$ cat config.mk
export PLATFORM = sky130hd
export DESIGN_NAME = hostport_par
export DESIGN_NICKNAME = d
export VERILOG_FILES = /design/src/rtl/hostport_pkg.sv /design/src/rtl/hostport_sync.sv /design/src/rtl/hostport_edge.sv /design/src/rtl/hostport_bufs.sv /design/src/rtl/hostport_par.sv
export SDC_FILE = /design/constraint.sdc
export NUM_CORES = 1
export LEC_CHECK = 0
export ABC_AREA = 0
export CORE_MARGIN = 3
export CORE_UTILIZATION = 45
export CTS_CLUSTER_DIAMETER = 60
export CTS_CLUSTER_SIZE = 30
export DETAILED_ROUTE_END_ITERATION = 8
export PLACE_DENSITY = 0.71
export SYNTH_ARGS = -nofsm -noshare
export SYNTH_HDL_FRONTEND = slang
export SYNTH_HIERARCHICAL = 1
export SYNTH_SLANG_ARGS = --single-unit
export TNS_END_PERCENT = 30
$ cat constraint.sdc
create_clock -name clk -period 1.7 [get_ports clk]
set_clock_uncertainty 0.15 [all_clocks]
set_input_delay 0.34 -clock clk [delete_from_list [all_inputs] [get_ports clk]]
set_output_delay 0.34 -clock clk [all_outputs]
set_load 0.01 [all_outputs]
$ cat src/rtl/hostport_pkg.sv
package hostport_pkg;

    // Status byte bit positions (host-visible encoding)
    localparam int STAT_IBF = 0;
    localparam int STAT_OBF = 1;
    localparam int STAT_OVR = 2;

    // Index of each strobe in the transfer detector array
    localparam int DIR_RD = 0;
    localparam int DIR_WR = 1;
    localparam int N_DIR  = 2;

    // Selects captured when a transfer opens
    typedef struct packed {
        logic hi;
        logic stat;
    } sel_t;

endpackage

$ cat src/rtl/hostport_sync.sv
module hostport_sync #(
    parameter int           W       = 8,
    parameter int           STAGES  = 2,
    parameter logic [W-1:0] RST_VAL = '0
) (
    input  logic         clk,
    input  logic         rst_n,
    input  logic [W-1:0] d_i,
    output logic [W-1:0] q_o
);

    logic [W-1:0] stg_d [STAGES];
    logic [W-1:0] stg_q [STAGES];

    always_comb begin
        stg_d[0] = d_i;
        for (int i = 1; i < STAGES; i++) begin
            stg_d[i] = stg_q[i-1];
        end
    end

    always_ff @(posedge clk or negedge rst_n) begin
        if (!rst_n) begin
            for (int i = 0; i < STAGES; i++) begin
                stg_q[i] <= RST_VAL;
            end
        end else begin
            for (int i = 0; i < STAGES; i++) begin
                stg_q[i] <= stg_d[i];
            end
        end
    end

    assign q_o = stg_q[STAGES-1];

endmodule

$ cat src/rtl/hostport_edge.sv
module hostport_edge (
    input  logic clk,
    input  logic rst_n,
    input  logic sel_n_i,
    input  logic strb_n_i,
    output logic act_o,
    output logic start_o,
    output logic end_o
);

    logic act_d;
    logic act_q;

    // Open only while both are low: last to fall opens, first to rise closes
    always_comb begin
        act_d   = ~sel_n_i & ~strb_n_i;
        start_o = act_d & ~act_q;
        end_o   = ~act_d & act_q;
    end

    always_ff @(posedge clk or negedge rst_n) begin
        if (!rst_n) begin
            act_q <= 1'b0;
        end else begin
            act_q <= act_d;
        end
    end

    assign act_o = act_q;

endmodule

$ cat src/rtl/hostport_bufs.sv
module hostport_bufs
    import hostport_pkg::*;
#(
    parameter int BYTE_W = 8
) (
    input  logic              clk,
    input  logic              rst_n,
    input  logic              wr_end_i,
    input  sel_t              wr_sel_i,
    input  logic [BYTE_W-1:0] wr_byte_i,
    input  logic              rd_end_i,
    input  sel_t              rd_sel_i,
    input  logic              take_i,
    input  logic              load_i,
    input  logic [2*BYTE_W-1:0] load_word_i,
    output logic [BYTE_W-1:0] rd_byte_o,
    output logic [2*BYTE_W-1:0] in_word_o,
    output logic              ibf_o,
    output logic              obf_o,
    output logic              ovr_o
);

    localparam int WORD_W = 2 * BYTE_W;

    typedef struct packed {
        logic [BYTE_W-1:0] lo;
        logic [WORD_W-1:0] in_word;
        logic [WORD_W-1:0] out_word;
        logic              ibf;
        logic              obf;
        logic              ovr;
    } buf_t;

    buf_t st_d, st_q;

    logic              commit;
    logic              lo_write;
    logic              obf_clr;
    logic [BYTE_W-1:0] stat_byte;

    always_comb begin
        commit   = wr_end_i & wr_sel_i.hi & ~wr_sel_i.stat;
        lo_write = wr_end_i & ~wr_sel_i.hi & ~wr_sel_i.stat;
        obf_clr  = rd_end_i & rd_sel_i.hi & ~rd_sel_i.stat;

        st_d = st_q;
        if (lo_write) begin
            st_d.lo = wr_byte_i;
        end
        if (commit) begin
            st_d.in_word = {wr_byte_i, st_q.lo};
            st_d.ibf     = 1'b1;
            st_d.ovr     = st_q.ovr | (st_q.ibf & ~take_i);
        end else if (take_i) begin
            st_d.ibf = 1'b0;
        end
        if (load_i) begin
            st_d.out_word = load_word_i;
            st_d.obf      = 1'b1;
        end else if (obf_clr) begin
            st_d.obf = 1'b0;
        end
    end

    always_ff @(posedge clk or negedge rst_n) begin
        if (!rst_n) begin
            st_q <= '0;
        end else begin
            st_q <= st_d;
        end
    end

    always_comb begin
        stat_byte           = '0;
        stat_byte[STAT_IBF] = st_q.ibf;
        stat_byte[STAT_OBF] = st_q.obf;
        stat_byte[STAT_OVR] = st_q.ovr;
        if (rd_sel_i.stat) begin
            rd_byte_o = stat_byte;
        end else if (rd_sel_i.hi) begin
            rd_byte_o = st_q.out_word[WORD_W-1:BYTE_W];
        end else begin
            rd_byte_o = st_q.out_word[BYTE_W-1:0];
        end
    end

    assign in_word_o = st_q.in_word;
    assign ibf_o     = st_q.ibf;
    assign obf_o     = st_q.obf;
    assign ovr_o     = st_q.ovr;

endmodule

$ cat src/rtl/hostport_par.sv
module hostport_par
    import hostport_pkg::*;
#(
    parameter int BYTE_W      = 8,
    parameter int SYNC_STAGES = 2
) (
    input  logic                clk,
    input  logic                rst_n,
    input  logic                hp_sel_n,
    input  logic                hp_rd_n,
    input  logic                hp_wr_n,
    input  logic                hp_hi,
    input  logic                hp_stat,
    input  logic [BYTE_W-1:0]   hp_data_i,
    output logic [BYTE_W-1:0]   hp_data_o,
    output logic                hp_data_oe,
    output logic [2*BYTE_W-1:0] core_in_word,
    output logic                core_in_full,
    input  logic                core_in_take,
    input  logic [2*BYTE_W-1:0] core_out_word_i,
    input  logic                core_out_load,
    output logic                core_out_full
);

    localparam int                PIN_W   = BYTE_W + 5;
    localparam logic [PIN_W-1:0]  PIN_RST = {{(BYTE_W + 2){1'b0}}, 3'b111};

    logic [PIN_W-1:0]  pins_s;
    logic              sel_n_s;
    logic              rd_n_s;
    logic              wr_n_s;
    logic              hi_s;
    logic              stat_s;
    logic [BYTE_W-1:0] data_s;

    hostport_sync #(
        .W       (PIN_W),
        .STAGES  (SYNC_STAGES),
        .RST_VAL (PIN_RST)
    ) i_sync (
        .clk   (clk),
        .rst_n (rst_n),
        .d_i   ({hp_data_i, hp_stat, hp_hi, hp_wr_n, hp_rd_n, hp_sel_n}),
        .q_o   (pins_s)
    );

    assign {data_s, stat_s, hi_s, wr_n_s, rd_n_s, sel_n_s} = pins_s;

    logic [N_DIR-1:0] strb_n_s;
    logic [N_DIR-1:0] act;
    logic [N_DIR-1:0] start;
    logic [N_DIR-1:0] stop;

    assign strb_n_s[DIR_RD] = rd_n_s;
    assign strb_n_s[DIR_WR] = wr_n_s;

    for (genvar g = 0; g < N_DIR; g++) begin : g_dir
        hostport_edge i_edge (
            .clk      (clk),
            .rst_n    (rst_n),
            .sel_n_i  (sel_n_s),
            .strb_n_i (strb_n_s[g]),
            .act_o    (act[g]),
            .start_o  (start[g]),
            .end_o    (stop[g])
        );
    end

    logic rd_start;
    logic rd_end;
    logic wr_end;
    logic rd_act;

    assign rd_start = start[DIR_RD];
    assign rd_end   = stop[DIR_RD];
    assign wr_end   = stop[DIR_WR];
    assign rd_act   = act[DIR_RD];

    // Selects captured at transfer open, held until it closes
    typedef struct packed {
        sel_t rd;
        sel_t wr;
    } lat_t;

    lat_t lat_d, lat_q;

    always_comb begin
        lat_d = lat_q;
        if (start[DIR_RD]) begin
            lat_d.rd.hi   = hi_s;
            lat_d.rd.stat = stat_s;
        end
        if (start[DIR_WR]) begin
            lat_d.wr.hi   = hi_s;
            lat_d.wr.stat = stat_s;
        end
    end

    always_ff @(posedge clk or negedge rst_n) begin
        if (!rst_n) begin
            lat_q <= '0;
        end else begin
            lat_q <= lat_d;
        end
    end

    logic overrun;

    hostport_bufs #(
        .BYTE_W (BYTE_W)
    ) i_bufs (
        .clk         (clk),
        .rst_n       (rst_n),
        .wr_end_i    (wr_end),
        .wr_sel_i    (lat_q.wr),
        .wr_byte_i   (data_s),
        .rd_end_i    (rd_end),
        .rd_sel_i    (lat_q.rd),
        .take_i      (core_in_take),
        .load_i      (core_out_load),
        .load_word_i (core_out_word_i),
        .rd_byte_o   (hp_data_o),
        .in_word_o   (core_in_word),
        .ibf_o       (core_in_full),
        .obf_o       (core_out_full),
        .ovr_o       (overrun)
    );

    assign hp_data_oe = rd_act;

endmodule

======== Word-level counts from Yosys, hierarchy flattened ========
Index checks and enable logic that the tools add are counted.
cells by class
  reduce and logical (&&, ||, !) cells .... 2
  bitwise logic cells ..................... 25
  muxes and demuxes ....................... 6
operators with widths
  kind                number
  $mux W8             2
  $and A1 B1 Y1       13
  $not A1 Y1          11
  $mux W1             4
  $reduce_bool A2 Y1  2
  $or A1 B1 Y1        1
storage, ports and cells
  register bits after elaboration ......... 75
  output and inout port bits .............. 27
  input port bits ......................... 33
  logic and storage cells ................. 47

======== Depth between registers and ports, before layout ========
  depth after elaboration ................. 8
  mapped depth ............................ 4
  mapped depth without buffers ............ 3

======== Hierarchy ========
The synthesis kept the hierarchy.
by module, submodules not included
  module         seq. area each (um^2)  cells each  instances  area each (um^2)
  hostport_bufs  1076.0                 130         1          1903.1
  hostport_sync  658.1                  26          1          658.1
  hostport_par   100.1                  8           1          145.1
  hostport_edge  25.0                   4           2          46.3

======== Worst setup path after synthesis ========
No wires, ideal clock.
  path kind ............................... register to register
  from .................................... reg i_sync.stg_q (netlist bit i_sync/q_o[0])
  to ...................................... reg i_bufs/st_q[35] (netlist name)
  data required time ...................... 1425 ps
  library setup time ...................... 125 ps
  buffers on the path ..................... 0
  stages on the path, launching flop included .. 4
  arrival time ............................ 1449 ps
  path slack .............................. -24 ps
  clock period less this slack ............ 1724 ps
  cell sequence ........................... dfstp_2 -> o21a_1 -> nor3b_4 -> mux2_2
between the ends
  word-level cells in the longest chain between the ends .. 6
RTL lines
  element                          RTL line             text
  start, declared                  hostport_sync.sv:13  logic [W-1:0] stg_q [STAGES];
  start signal, assigned by index  hostport_sync.sv:29  stg_q[i] <= stg_d[i];
  $not A1 Y1                       hostport_edge.sv:16  act_d = ~sel_n_i & ~strb_n_i;
  $and A1 B1 Y1                    hostport_edge.sv:16
  $not A1 Y1                       hostport_edge.sv:18  end_o = ~act_d & act_q;
  $and A1 B1 Y1                    hostport_edge.sv:18
  named net wr_end                 hostport_par.sv:71   logic wr_end;
  $and A1 B1 Y1 (2 in series)      hostport_bufs.sv:43  lo_write = wr_end_i & ~wr_sel_i.hi & ~wr_sel_i.stat;
  end signal, assigned             hostport_bufs.sv:69  st_q <= st_d;
  end, declared                    hostport_bufs.sv:34  buf_t st_d, st_q;
The timed path passes the listed nets, and every way through them passes these cells.
A chain may end at the register's enable or synchronous reset.

======== Final worst setup path ========
  from .................................... reg lat_q[3] (netlist name)
  to ...................................... out hp_data_o[0]
between the ends
  word-level cells in the longest chain between the ends .. 2
RTL lines
  element                 RTL line             text
  start, declared         hostport_par.sv:85   lat_t lat_d, lat_q;
  start signal, assigned  hostport_par.sv:103  lat_q <= lat_d;
  $mux W8                 hostport_bufs.sv:80  end else if (rd_sel_i.hi) begin
  $mux W8                 hostport_bufs.sv:78  if (rd_sel_i.stat) begin
  end, declared           hostport_par.sv:15   output logic [BYTE_W-1:0] hp_data_o,
Every way passes these cells.

==> impl_results.md <==
* Status: finished with violations
* Violated checks: setup timing
* Port bufs at 59
* Worst path cell trace: buf_12 > mux2i_1 > o21ai_1 > buf_2
* Drt via density at 4.77
* Crit end category: output pin
* Metal2 WL at 2090 µm
* Peak VDD IR at 673 µV
* Clock Pin Slew Worst Setup and Hold Paths at 0.07 ns
* Cell count after synthesis at 172
* Highest metal used: met4
* Tightest Pin Transition at 0.383 ns
* First-pass GRT wire length at 7970 µm
* Pwr dens at 1300 mW/mm²
* Leak at 1.70 nW
* CTS tree: done
* Post-synth top flop: dfrtp_1
* Clk sink count at 75
* H-tree levels at 3
* Top-count cell post-synth: dfrtp_1
* Wire length on met1 at 2070 µm
* Diodes inserted at 0
* DIE AREA at 0.00720 mm²
* Initial antenna violation count at 0
* Post-synthesis async set-or-reset flop share at 100%
* Core area at 0.00596 mm²
* NumNets Final at 268
* Setup repair after global routing missed its margin: yes
* Via count at 1,503
* WL met3 at 369 µm
* Post-Syn Area at 0.00280 mm²
* Antenna Nets Post-Route at 0
* Layout cells sized above 1 at 36.3%
* Fin. max-slew vios at 0
* CP startpoint kind: flop
* GRT overflow at 0
* Die width at 84.9 µm
* Largest net degree at the start of global routing at 76
* Final Cycle Share at 107%
* Post-synthesis area per instance at 16.3 µm²
* I/O pins at 60
* Clk root buf: clkbuf_8
* Clock latency on the worst-skew pair at 0.34 ns
* Row Count at 28
* Worst Path Arrival at 1.34 ns
* CP Class: reg -> out
* Synth cell types at 21
* Critical Path Fanout Max at 5
* Post-Syn Nets at 205
* Worst setup margin at -0.127 ns
* Longest Clk Path Bufs at 2
* DRT Wirelength at 4590 µm
* HPWL Detailed at 3060 µm
* CTS buffer count at 9
* Synth Register Bits at 75
* Routed len/inst at 14.6 µm
* Final setup fails at 15
* Slowest stage cell, crit path: dfrtp_1
* Buffers & Inverters on Critical Path at 2
* Slew headroom at 74.4%
* Starting Density at 47.0%
* Top-area cell type share of the netlist area at 61.7%
* Tightest Hold Check Type: reg -> reg
* Final min period at 1.83 ns
* Worst path required time at 1.21 ns
* Detailed-router iteration count before antenna repair at 4
* Critical path's top delay family: flip-flops
* Vias in the first global route at 1,650
* GRT Util Overall at 14.5%
* Leading cell types by count after synthesis: dfrtp_1, mux2_2, buf_4
* Routability congestion estimate at 0.769
* Max-Cap Viols at 0
* Synth area leaders: dfrtp_1, mux2_2, dfstp_2
* Final core occ at 61.4%
* CP max stage delay at 0.43 ns
* Count of final hold-check violations at 0
* Fin Hold WS at 0.199 ns
* Synth area leader: dfrtp_1
* Chip Height at 84.9 µm
* Post-synth EDFFs at 0
* Synth Warn # at 6
* Drt first-iter violations at 51
* Max Clk Rate at 547 MHz
* DRC at 0
* Sequential fraction of the synthesis area at 67.3%
* Area grow syn2layout at 30.6%
-- flip-flops by register name (all words and copies together), names as in the netlist --
name / flops
i_bufs/ovr_o: 1
i_bufs/ibf_o: 1
i_sync/q_o: 13
g_dir.i_edge/act_o: 2
i_bufs/obf_o: 1
i_bufs/st_q: 24
lat_q: 4
i_sync/stg_d: 13
i_bufs/in_word_o: 16
-- layer usage --
metal | track usage [%] | vias up
met2 | 20.8 | 54
met5 | 0 | -
met4 | 4.75 | 0
met3 | 7.57 | 6
met1 | 19.1 | 742
li1 | - | 701
-- power by group --
group / total (mW) / internal [mW] / switching [mW]
combinational: 1.10 / 0.706 / 0.396
sequential: 2.36 / 2.15 / 0.209
clock: 1.28 / 0.674 / 0.606
total: 4.74 / 3.53 / 1.21
-- timing repair --
action | in CTS | in global routing
endpoints found under the hold margin | 69 | 0
setup buffers | 0 | 0
pin swaps | 0 | 2
setup endpoints to repair | 35 | 17
gates resized for setup | 63 | 1
hold buffers | 1 | 0
-- cell type report --
class	count	area [µm²]
Clock buffer	11	131
Sequential cell	75	1890
Timing Repair Buffer	73	699
Fill cell	474	2300
Clock inverter	5	53.8
Tap cell	75	93.8
Multi-Input combinational cell	76	791
-- stage by stage --
step / power, mW / area [µm²] / worst slack [ns] / instances / setup TNS [ns]
after floorplan: 3.16 / 2800 / -0.0242 / 172 / -0.193
after global placement: 3.59 / 3490 / -0.137 / 298 / -1.01
after detailed placement: 3.63 / 3490 / -0.183 / 298 / -1.19
after CTS: 4.83 / 3650 / -0.132 / 315 / -1.01
after global routing: 5.04 / 3650 / -0.190 / 315 / -1.92
final: 4.74 / 3650 / -0.127 / 315 / -0.742
-- logic make-up (layout without fill, tap and decap cells) --
group	after synthesis	count (layout)	synth area share [%]
compound gates	7	7	1.61
mux	52	52	21.6
buf+inv	21	89	5.36
simple gates	17	17	4.07
flops	75	75	67.3
-- cell usage in the layout, fill, tap and decap left out, drive strengths merged --
| master | n |
|---|---|
| o21bai | 1 |
| nand2 | 4 |
| nor3 | 2 |
| clkbuf | 11 |
| bufinv | 1 |
| dlygate4sd3 | 1 |
| nand2b | 1 |
| nor3b | 1 |
| o21a | 2 |
| buf | 22 |
| dfstp | 6 |
| nand3b | 2 |
| clkinv | 4 |
| nor2 | 7 |
| mux2 | 44 |
| dfrtp | 69 |
| clkdlybuf4s15 | 1 |
| o21ai | 3 |
| clkdlybuf4s50 | 31 |
| a21o | 1 |
| mux2i | 8 |
| dlygate4sd2 | 18 |
-- final timing paths --
| path | from | to | slack (ns) | depth (start not counted) |
|---|---|---|---|---|
| setup / recovery | lat_q[3] | hp_data_o[0] | -0.13 | 4 |
| hold / removal | i_sync/stg_d[7] | i_sync/q_o[7] | 0.20 | 0 |
| setup reg to reg | i_sync/q_o[2] | i_bufs/st_q[38] | -0.05 | 4 |
| hold reg to reg | i_sync/stg_d[7] | i_sync/q_o[7] | 0.20 | 0 |
| max in group asynchronous | rst_n | i_sync/stg_d[1] | 0.67 | 3 |
| min in group asynchronous | rst_n | i_bufs/in_word_o[10] | 0.40 | 3 |
Note: power is estimated with default switching activity, not from simulation.
